==> config.mk <==
export PLATFORM = sky130hd
export DESIGN_NAME = pwr_mode_ctrl
export DESIGN_NICKNAME = d
export VERILOG_FILES = /design/src/rtl/pwr_pkg.sv /design/src/rtl/pwr_wake_sync.sv /design/src/rtl/pwr_settle_cnt.sv /design/src/rtl/pwr_mode_fsm.sv /design/src/rtl/pwr_mode_ctrl.sv
export SDC_FILE = /design/constraint.sdc
export NUM_CORES = 1
export LEC_CHECK = 0
export ABC_AREA = 1
export BUFFER_PORTS_ARGS = -buffer_cell sky130_fd_sc_hd__clkbuf_2
export CORE_MARGIN = 2
export CORE_UTILIZATION = 47
export DETAILED_ROUTE_END_ITERATION = 12
export HOLD_SLACK_MARGIN = 0.12
export PLACE_DENSITY = 0.76
export SETUP_SLACK_MARGIN = 0.1
export SYNTH_ARGS = -nofsm -noshare
export SYNTH_HDL_FRONTEND = slang
export SYNTH_SLANG_ARGS = --single-unit
==> constraint.sdc <==
create_clock -name clk -period 1.8 [get_ports clk]
set_clock_uncertainty 0.15 [all_clocks]
set_input_delay 0.09 -clock clk [delete_from_list [all_inputs] [get_ports clk]]
set_output_delay 0.09 -clock clk [all_outputs]
set_load 0.02 [all_outputs]
==> src/rtl/pwr_pkg.sv <==
package pwr_pkg;

   // Mode register encoding. The three public modes map straight onto
   // the reported code. The settle phase uses the spare code, which is
   // folded to Operating at the output.
   typedef enum logic [1:0] {
      PM_OPER = 2'b00,
      PM_IDLE = 2'b01,
      PM_STBY = 2'b10,
      PM_SETL = 2'b11
   } pm_state_t;

   typedef struct packed {
      logic       cpu_clk_en;
      logic       periph_en;
      logic       dram_selfref;
      logic       cpu_rst;
      logic [1:0] code;
   } pm_outs_t;

   function automatic pm_outs_t pm_decode(input pm_state_t st);
      pm_outs_t o;
      unique case (st)
         PM_OPER: o = '{cpu_clk_en: 1'b1, periph_en: 1'b1, dram_selfref: 1'b0,
                        cpu_rst: 1'b0, code: 2'b00};
         PM_IDLE: o = '{cpu_clk_en: 1'b0, periph_en: 1'b1, dram_selfref: 1'b0,
                        cpu_rst: 1'b0, code: 2'b01};
         PM_STBY: o = '{cpu_clk_en: 1'b0, periph_en: 1'b0, dram_selfref: 1'b1,
                        cpu_rst: 1'b1, code: 2'b10};
         PM_SETL: o = '{cpu_clk_en: 1'b1, periph_en: 1'b1, dram_selfref: 1'b0,
                        cpu_rst: 1'b1, code: 2'b00};
         default: o = '{cpu_clk_en: 1'b0, periph_en: 1'b0, dram_selfref: 1'b1,
                        cpu_rst: 1'b1, code: 2'b10};
      endcase
      return o;
   endfunction

endpackage

==> src/rtl/pwr_wake_sync.sv <==
module pwr_wake_sync #(
   parameter int STAGES  = 2,
   parameter bit RISE_EV = 1'b1
) (
   input  logic clk,
   input  logic rst_n,
   input  logic din,
   output logic pulse
);

   generate
      if (STAGES < 2) begin : g_bad_stages
         $error("pwr_wake_sync: STAGES must be at least 2");
      end
   endgenerate

   logic [STAGES-1:0] sr;
   logic              prev;
   logic              sync_q;

   assign sync_q = sr[STAGES-1];

   always_ff @(posedge clk or negedge rst_n) begin
      if (!rst_n) begin
         sr   <= '0;
         prev <= 1'b0;
      end else begin
         sr   <= {sr[STAGES-2:0], din};
         prev <= sync_q;
      end
   end

   generate
      if (RISE_EV) begin : g_rise
         assign pulse = sync_q & ~prev;
      end else begin : g_fall
         assign pulse = ~sync_q & prev;
      end
   endgenerate

   // an edge event lasts a single cycle
   a_r5_single_pulse: assert property (@(posedge clk) disable iff (!rst_n)
      pulse |=> !pulse);

endmodule

==> src/rtl/pwr_settle_cnt.sv <==
module pwr_settle_cnt #(
   parameter int LIMIT = 8,
   parameter int CNT_W = 4
) (
   input  logic clk,
   input  logic rst_n,
   input  logic run,
   output logic done
);

   generate
      if (LIMIT < 1) begin : g_bad_limit
         $error("pwr_settle_cnt: LIMIT must be at least 1");
      end
      if (LIMIT > (1 << CNT_W)) begin : g_bad_width
         $error("pwr_settle_cnt: CNT_W too narrow for LIMIT");
      end
   endgenerate

   localparam logic [CNT_W-1:0] LAST = CNT_W'(LIMIT - 1);

   logic [CNT_W-1:0] cnt;

   assign done = run && (cnt == LAST);

   always_ff @(posedge clk or negedge rst_n) begin
      if (!rst_n) begin
         cnt <= '0;
      end else if (!run) begin
         cnt <= '0;
      end else if (cnt != LAST) begin
         cnt <= cnt + 1'b1;
      end
   end

   // the count never passes the terminal value
   a_r6_cnt_bound: assert property (@(posedge clk) disable iff (!rst_n)
      cnt <= LAST);

   // an idle counter restarts from zero
   a_r10_cnt_restart: assert property (@(posedge clk) disable iff (!rst_n)
      !run |=> cnt == '0);

endmodule

==> src/rtl/pwr_mode_fsm.sv <==
module pwr_mode_fsm
   import pwr_pkg::*;
(
   input  logic      clk,
   input  logic      rst_n,
   input  logic      force_stby,
   input  logic      sw_idle,
   input  logic      sw_stby,
   input  logic      wake_ok,
   input  logic      irq_hit,
   input  logic      settle_done,
   output pm_state_t state
);

   pm_state_t nxt;

   always_comb begin
      nxt = state;
      unique case (state)
         PM_OPER: begin
            if (sw_stby)      nxt = PM_STBY;
            else if (sw_idle) nxt = PM_IDLE;
         end
         PM_IDLE: if (irq_hit)     nxt = PM_OPER;
         PM_STBY: if (wake_ok)     nxt = PM_SETL;
         PM_SETL: if (settle_done) nxt = PM_OPER;
         default: nxt = PM_STBY;
      endcase
      if (force_stby) nxt = PM_STBY;
   end

   always_ff @(posedge clk or negedge rst_n) begin
      if (!rst_n) state <= PM_STBY;
      else        state <= nxt;
   end

   // hardware force always lands in Standby
   a_r2_force_stby: assert property (@(posedge clk) disable iff (!rst_n)
      force_stby |=> state == PM_STBY);

   // the only exit from Standby is the settle phase
   a_r3_stby_exit: assert property (@(posedge clk) disable iff (!rst_n)
      state == PM_STBY |=> (state == PM_STBY || state == PM_SETL));

   // a Standby strobe in Operating is never lost to an Idle strobe
   a_r7_stby_strobe: assert property (@(posedge clk) disable iff (!rst_n)
      (state == PM_OPER && sw_stby) |=> state == PM_STBY);

   // Idle holds without an unmasked interrupt or a force
   a_r9_idle_hold: assert property (@(posedge clk) disable iff (!rst_n)
      (state == PM_IDLE && !irq_hit && !force_stby) |=> state == PM_IDLE);

endmodule

==> src/rtl/pwr_mode_ctrl.sv <==
module pwr_mode_ctrl
   import pwr_pkg::*;
#(
   parameter int IRQ_W       = 4,
   parameter int SYNC_STAGES = 2,
   parameter int SETTLE_CYC  = 8,
   parameter int SETTLE_W    = 4
) (
   input  logic             clk,
   input  logic             rst_n,
   input  logic             sw_idle_wr,
   input  logic             sw_stby_wr,
   input  logic             pwr_fail_n,
   input  logic             user_rst_n,
   input  logic             ext_pwr_n,
   input  logic             batt_ok,
   input  logic             wake_in,
   input  logic [IRQ_W-1:0] irq_pend,
   input  logic [IRQ_W-1:0] irq_mask,
   output logic             cpu_clk_en,
   output logic             periph_en,
   output logic             dram_selfref,
   output logic             cpu_rst,
   output logic [1:0]       mode_code
);

   generate
      if (IRQ_W < 1) begin : g_bad_irq
         $error("pwr_mode_ctrl: IRQ_W must be at least 1");
      end
   endgenerate

   logic      wake_pulse;
   logic      supply_good;
   logic      wake_ok;
   logic      force_stby;
   logic      irq_hit;
   logic      settle_done;
   logic      in_settle;
   pm_state_t state;
   pm_outs_t  outs;

   pwr_wake_sync #(
      .STAGES  (SYNC_STAGES),
      .RISE_EV (1'b1)
   ) u_wake (
      .clk   (clk),
      .rst_n (rst_n),
      .din   (wake_in),
      .pulse (wake_pulse)
   );

   assign force_stby  = !pwr_fail_n || !user_rst_n;
   assign supply_good = pwr_fail_n && (!ext_pwr_n || batt_ok);
   assign wake_ok     = wake_pulse && supply_good;
   assign irq_hit     = |(irq_pend & ~irq_mask);
   assign in_settle   = (state == PM_SETL);

   pwr_settle_cnt #(
      .LIMIT (SETTLE_CYC),
      .CNT_W (SETTLE_W)
   ) u_settle (
      .clk   (clk),
      .rst_n (rst_n),
      .run   (in_settle),
      .done  (settle_done)
   );

   pwr_mode_fsm u_fsm (
      .clk         (clk),
      .rst_n       (rst_n),
      .force_stby  (force_stby),
      .sw_idle     (sw_idle_wr),
      .sw_stby     (sw_stby_wr),
      .wake_ok     (wake_ok),
      .irq_hit     (irq_hit),
      .settle_done (settle_done),
      .state       (state)
   );

   assign outs         = pm_decode(state);
   assign cpu_clk_en   = outs.cpu_clk_en;
   assign periph_en    = outs.periph_en;
   assign dram_selfref = outs.dram_selfref;
   assign cpu_rst      = outs.cpu_rst;
   assign mode_code    = outs.code;

   // entry into settle only on a qualified supply
   a_r4_wake_qual: assert property (@(posedge clk) disable iff (!rst_n)
      (state == PM_SETL && $past(state) == PM_STBY) |->
         $past(pwr_fail_n && (!ext_pwr_n || batt_ok)));

   // the CPU leaves reset only at the end of the settle count
   a_r6_release: assert property (@(posedge clk) disable iff (!rst_n)
      $fell(cpu_rst) |-> $past(settle_done));

   // the reserved mode code is never reported
   a_r11_code_legal: assert property (@(posedge clk) disable iff (!rst_n)
      mode_code != 2'b11);

   // self-refresh and peripheral enable never overlap
   a_r1_selfref_excl: assert property (@(posedge clk) disable iff (!rst_n)
      !(dram_selfref && periph_en));

endmodule

==> results of run 1 <==
-- layout by cell type (no fill, tap or decap), types with 2 or more instances in the layout --
cell           netlist  layout
a21oi_1              3       3
clkbuf_2             0      21
clkbuf_4             0       3
dfrtp_1              8       8
dlygate4sd3_1        0       7
ha_1                 7       4
ha_2                 0       3
inv_1               15      14
inv_2                2       3
nand2_1             20      20
nand2_2              2       2
nand3_1              8       8
nand3_2              2       2
nand4_1              3       3
nor2_1               8       8
o21ai_0              2       2
-- cell families after synthesis --
family,count (synthesis)
and+or+nand+nor,43
buffers and inverters,19
DFF,9
AOI/OAI and AO/OA,7
adders and majority gates,7
xor gates and xnor gates,1
-- worst paths after layout --
check | end | slack (ns) | depth (start not counted)
max | cpu_rst | 0.17 | 4
min | u_fsm.state[0] | 0.14 | 5
max reg2reg | u_fsm.state[0] | 0.27 | 8
min reg2reg | u_wake.sr[1] | 0.20 | 0
max in group asynchronous | u_settle.cnt[1] | 0.52 | 3
min in group asynchronous | u_fsm.state[1] | 0.19 | 2
-- flip-flops by register name, summed over array words and instances, names as in the netlist --
signal / cells
u_fsm.state: 2
u_settle.cnt: 4
u_wake.prev: 1
u_wake.sr: 2
-- critical path, cell delays in order (launching register included) --
cell and delay, ns:
dfstp_2 0.57, ha_2 0.27, nor2_1 0.06, nor2_1 0.09
buf_4 0.15
-- layer usage --
metal / up-vias / track usage / wire, um
li1: 334 / - / -
met1: 291 / 0.2578 / 610
met2: 19 / 0.3532 / 649
met3: 4 / 0.07065 / 92
met4: 0 / 0.05000 / 18
met5: - / 0 / 0
-- cell usage after synthesis (all sizes together) --
cell type	n
nor2	8
nand2	22
dfstp	1
ha	7
dfrtp	8
xor2	1
nand4	3
a21oi	3
o211ai	1
clkinv	1
buf	1
o21ai	3
nand3	10
inv	17
-- power by group through the flow --
| stage | clock network (uW) | logic [uW] | registers (uW) |
|---|---|---|---|
| after floorplan | 0 | 282 | 266 |
| after global placement | 0 | 369 | 272 |
| after detailed placement | 0 | 381 | 272 |
| after CTS | 157 | 396 | 269 |
| after global routing | 166 | 459 | 277 |
| final | 152 | 407 | 272 |
-- layout make-up --
class / count / area [sq um] / area share
timing repair buffer: 29 / 182.7 / 0.2125
clock buffer: 4 / 26.28 / 0.03057
inverter: 18 / 67.56 / 0.07860
sequential: 9 / 226.5 / 0.2635
tap: 15 / 18.77 / 0.02183
multi-input combinational: 58 / 337.8 / 0.3930
-- repair_timing --
action / 4_1_cts / 5_1_grt
hold buffers: 7 / 0
hold endpoints to repair: 11 / 0
endpoints found under the setup margin: 1 / 2
resized for setup: 1 / 5
-- through the flow --
step / setup slack [ns] / total power [uW]
global route: 0.07524 / 901.8
global placement: 0.2742 / 641.4
detailed placement: 0.2217 / 653.1
floorplan: 0.2315 / 548.5
CTS: 0.1177 / 822.6
finish: 0.1686 / 830.9
==> results.json, run 1 <==
{
  "status": "complete, no violations",
  "synthMuxAreaShare": 0,
  "crit_type": "reg2out",
  "initial_core_util": 0.4917,
  "start_kind": "flop",
  "diodes": 0,
  "worstHoldPathType": "in2reg",
  "utilization": 0.6689,
  "numCtsBuffers": 3,
  "syn_inst": 86,
  "cts_tree": "yes",
  "cp.arrival_ns": 1.39,
  "place_area_sq_um": 753.2,
  "clock_path_buffers": 2,
  "ant_nets": 0,
  "maxCapViolations": 0,
  "worst_hold_slack_ns": 0.1422,
  "drt_iter0_markers": 18,
  "synth_top_cell_by_area": "dfrtp_1",
  "report.final.hold_viol_count": 0,
  "synthesis.nets": 110,
  "intPower_uw": 485.3,
  "finalSetupViolations": 0,
  "totalWireLength_mm": 1.369,
  "layout_min_cycle_time_ns": 1.631,
  "die_w_um": 40.67,
  "clock_latency_ns": 0.26,
  "routed_via_density": 4.872,
  "ys_seq_area_frac": 0.3584,
  "slew_headroom": 0.7526,
  "die_area_sq_um": 1654,
  "grt_pass1_vias": 585,
  "worstPathMaxFanout": 7,
  "synth_area_sq_um": 631.9,
  "netlist_top_cells_area": "dfrtp_1 32%, ha_1 14%, nand2_1 12%, inv_1 8.9%, nand3_1 6.3%",
  "num_vias": 648,
  "gp_congestion": 0.7964,
  "p_clk_frac": 0.183,
  "yosys.area_share.adder": 0.1386,
  "num_rows": 13,
  "cts_root_buffer": "clkbuf_4",
  "die_h_um": 40.67,
  "fin_nets": 143,
  "place_hpwl_mm": 1.018,
  "numPortBuffers": 22,
  "leakage_uw": 0.0004875,
  "track_usage": 0.2099,
  "rsz0062_at_grt": "false",
  "seqPwrFrac": 0.327,
  "worstSetupEndpointType": "output port",
  "worstPathRequired_ns": 1.56,
  "drive_gt1_frac": 0.3051,
  "netlist-cell-type-count": 18,
  "cts.reportedPaths.clkPinSlew_ns": 0.06,
  "routedWlPerCell_um": 10.29,
  "coreArea_sq_um": 1285,
  "synth.top_cell.area_share": 0.3168,
  "firstDrtPassIters": 4,
  "synth.avg_cell_area_sq_um": 7.347,
  "synth_top_family_by_area": "simple AND/OR/NAND/NOR gates",
  "synth-simple-area-share": 0.3109,
  "synth-seq-cells": 9,
  "antenna_found_initial": 0,
  "area_delta_synth_final_pct": 36.04,
  "ys.warnings.count": 0,
  "fin_tns_setup_ns": 0,
  "worstMarginPinSlew_ns": 0.3698,
  "crit_path_start": "u_fsm.state[1]",
  "cts_setup_buffers": 0,
  "fin_cells": 133,
  "min_from": "sw_idle_wr",
  "drc": 0,
  "fin_area_sq_um": 859.6,
  "p_switching_uw": 345.6,
  "synth_xor_area_frac": 0.01386,
  "final.fill_count": 111,
  "pwr-share-comb": 0.490,
  "h-tree-depth": 1,
  "dpl.cell_count": 122,
  "irDropWorstVdd_v": 0.0006112,
  "fmax_mhz": 613.0,
  "slew_viol_final": 0,
  "power_density_nw_per_um2": 966.6,
  "swShare": 0.4160,
  "pin_count": 23,
  "worstReg2RegStart": "u_fsm.state[1]",
  "synth_compound_area_frac": 0.05941,
  "cts_sinks": 9,
  "grt_max_degree": 9,
  "grt_pass1_wl_mm": 2.249,
  "grt_overflow": 0,
  "period_share": 0.9063
}
Note: power is estimated with default switching activity, not from simulation.
==> inputs of run 2 (changes only) <==
- RECOVER_POWER: not set -> 100
==> run 2 against run 1 <==
Fmax is 2.4% lower. Sequential power is essentially flat. Sequential share of layout area grew 0.23 points. Largest cell class unchanged. Sequential cell count unchanged. Critical path depth rose by 3. Final cell count is the same. Highest routed layer unchanged. Final area decreased by 0.87%. Critical path type is now in2reg.
==> results.json, run 2 (synthesis gave the netlist of run 1 again) <==
{
  "worstPathMaxFanout": 6,
  "num_rows": 13,
  "grt_pass1_vias": 585,
  "drt_iter0_markers": 20,
  "drive_gt1_frac": 0.2542,
  "worstHoldPathType": "in2reg",
  "worstPathRequired_ns": 1.85,
  "firstDrtPassIters": 4,
  "layout_min_cycle_time_ns": 1.672,
  "power_density_nw_per_um2": 968.7,
  "routed_via_density": 4.865,
  "cts_tree": "yes",
  "use_met1": 0.2578,
  "grt_use_met3": 0.07065,
  "rsz0062_at_grt": "false",
  "drc": 0,
  "fin_tns_setup_ns": 0,
  "grt-busiest-layer": "met2",
  "place_hpwl_mm": 1.018,
  "hold_depth": 5,
  "track_usage": 0.2099,
  "r2r_cells": 8,
  "cts_root_buffer": "clkbuf_4",
  "initial_core_util": 0.4917,
  "totalWireLength_mm": 1.388,
  "report.final.hold_viol_count": 0,
  "reg_top3": "u_settle.cnt (4), u_fsm.state (2), u_wake.sr (2)",
  "grt_max_degree": 9,
  "finalSetupViolations": 0,
  "fmax_mhz": 598.2,
  "clock_path_buffers": 2,
  "period_share": 0.9286,
  "ant_nets": 0,
  "coreArea_sq_um": 1285,
  "fin_nets": 143,
  "gp_congestion": 0.7964,
  "num_vias": 647,
  "globalRouteMet2Util": 0.3532,
  "pin_count": 23,
  "layout_commonest_cell": "nand2_1",
  "irDropWorstVdd_v": 0.0006129,
  "antenna_found_initial": 0,
  "grt_pass1_wl_mm": 2.249,
  "utilization": 0.6631,
  "cts_setup_buffers": 0,
  "crit_type": "in2reg",
  "cts.reportedPaths.clkPinSlew_ns": 0.06,
  "die_w_um": 40.67,
  "die_h_um": 40.67,
  "grt_overflow": 0,
  "layout_common_cells": "20 x nand2_1, 17 x clkbuf_2, 15 x inv_1",
  "worstSetupEndpointType": "flop",
  "routedWlPerCell_um": 10.44,
  "cp.arrival_ns": 1.72,
  "status": "complete, no violations",
  "numCtsBuffers": 3,
  "slew_headroom": 0.7558,
  "seq_area_sq_um": 226.5,
  "multi_input_comb_area_sq_um": 335.3,
  "diodes": 0,
  "start_kind": "input port",
  "leakage_uw": 0.0004786,
  "slew_viol_final": 0,
  "clock_latency_ns": 0.26,
  "die_area_sq_um": 1654,
  "area_delta_synth_final_pct": 34.85,
  "regMostFlops": "u_settle.cnt",
  "worst_hold_slack_ns": 0.1284,
  "numPortBuffers": 22,
  "final.fill_count": 115,
  "cts_sinks": 9,
  "largest_reg_flops": 4,
  "worstMarginPinSlew_ns": 0.3650,
  "maxCapViolations": 0,
  "h-tree-depth": 1
}
==> run 2: final timing paths <==
path,startpoint,to,slack [ns]
max,user_rst_n,u_fsm.state[1],0.13
min,pwr_fail_n,u_fsm.state[0],0.13
max reg2reg,u_fsm.state[1],u_fsm.state[0],0.21
min reg2reg,u_wake.sr[0],u_wake.sr[1],0.20
max in group asynchronous,rst_n,u_settle.cnt[0],0.50
min in group asynchronous,rst_n,u_fsm.state[1],0.21
==> run 2: cell type report <==
class	instances	area share
inverter	18	0.07930
clock buffer	4	0.03084
tap	15	0.02203
multi-input combinational	58	0.3935
sequential	9	0.2658
timing repair buffer	29	0.2085
==> run 2: layer usage <==
metal / share of wire / vias up
li1: - / 331
met4: 0.012 / 0
met2: 0.47 / 19
met3: 0.068 / 4
met1: 0.45 / 293
met5: 0 / -
==> run 2: critical path: stages <==
cell           delay, ns
dlygate4sd3_1       0.52
clkbuf_2            0.09
nand2_1             0.07
inv_1               0.17
dlygate4sd3_1       0.59
nand3_1             0.10
nand2_1             0.08
==> run 2: power breakdown <==
group	switching (uW)	internal, uW	total (uW)
Combinational	248	153	400
Clock	69.0	85.3	154
Sequential	32.1	239	271
==> run 2: metrics by stage <==
| stage | instances | cell area, sq um | setup WS [ns] | total power (uW) |
|---|---|---|---|---|
| 3_5_place_dp | 122 | 753.2 | 0.2217 | 653.1 |
| 3_3_place_gp | 122 | 753.2 | 0.2742 | 641.4 |
| 5_1_grt | 133 | 852.1 | 0.04743 | 891.7 |
| 4_1_cts | 133 | 852.1 | 0.1177 | 822.6 |
| 6_report | 133 | 852.1 | 0.1284 | 825.4 |
| 2_1_floorplan | 86 | 631.9 | 0.2315 | 548.5 |
==> run 2: what timing repair did <==
item | in CTS | in global routing
cloned | 0 | 0
hold buffers | 7 | 0
gates resized for setup | 1 | 5
setup endpoints to repair | 1 | 2
endpoints found under the hold margin | 11 | 0
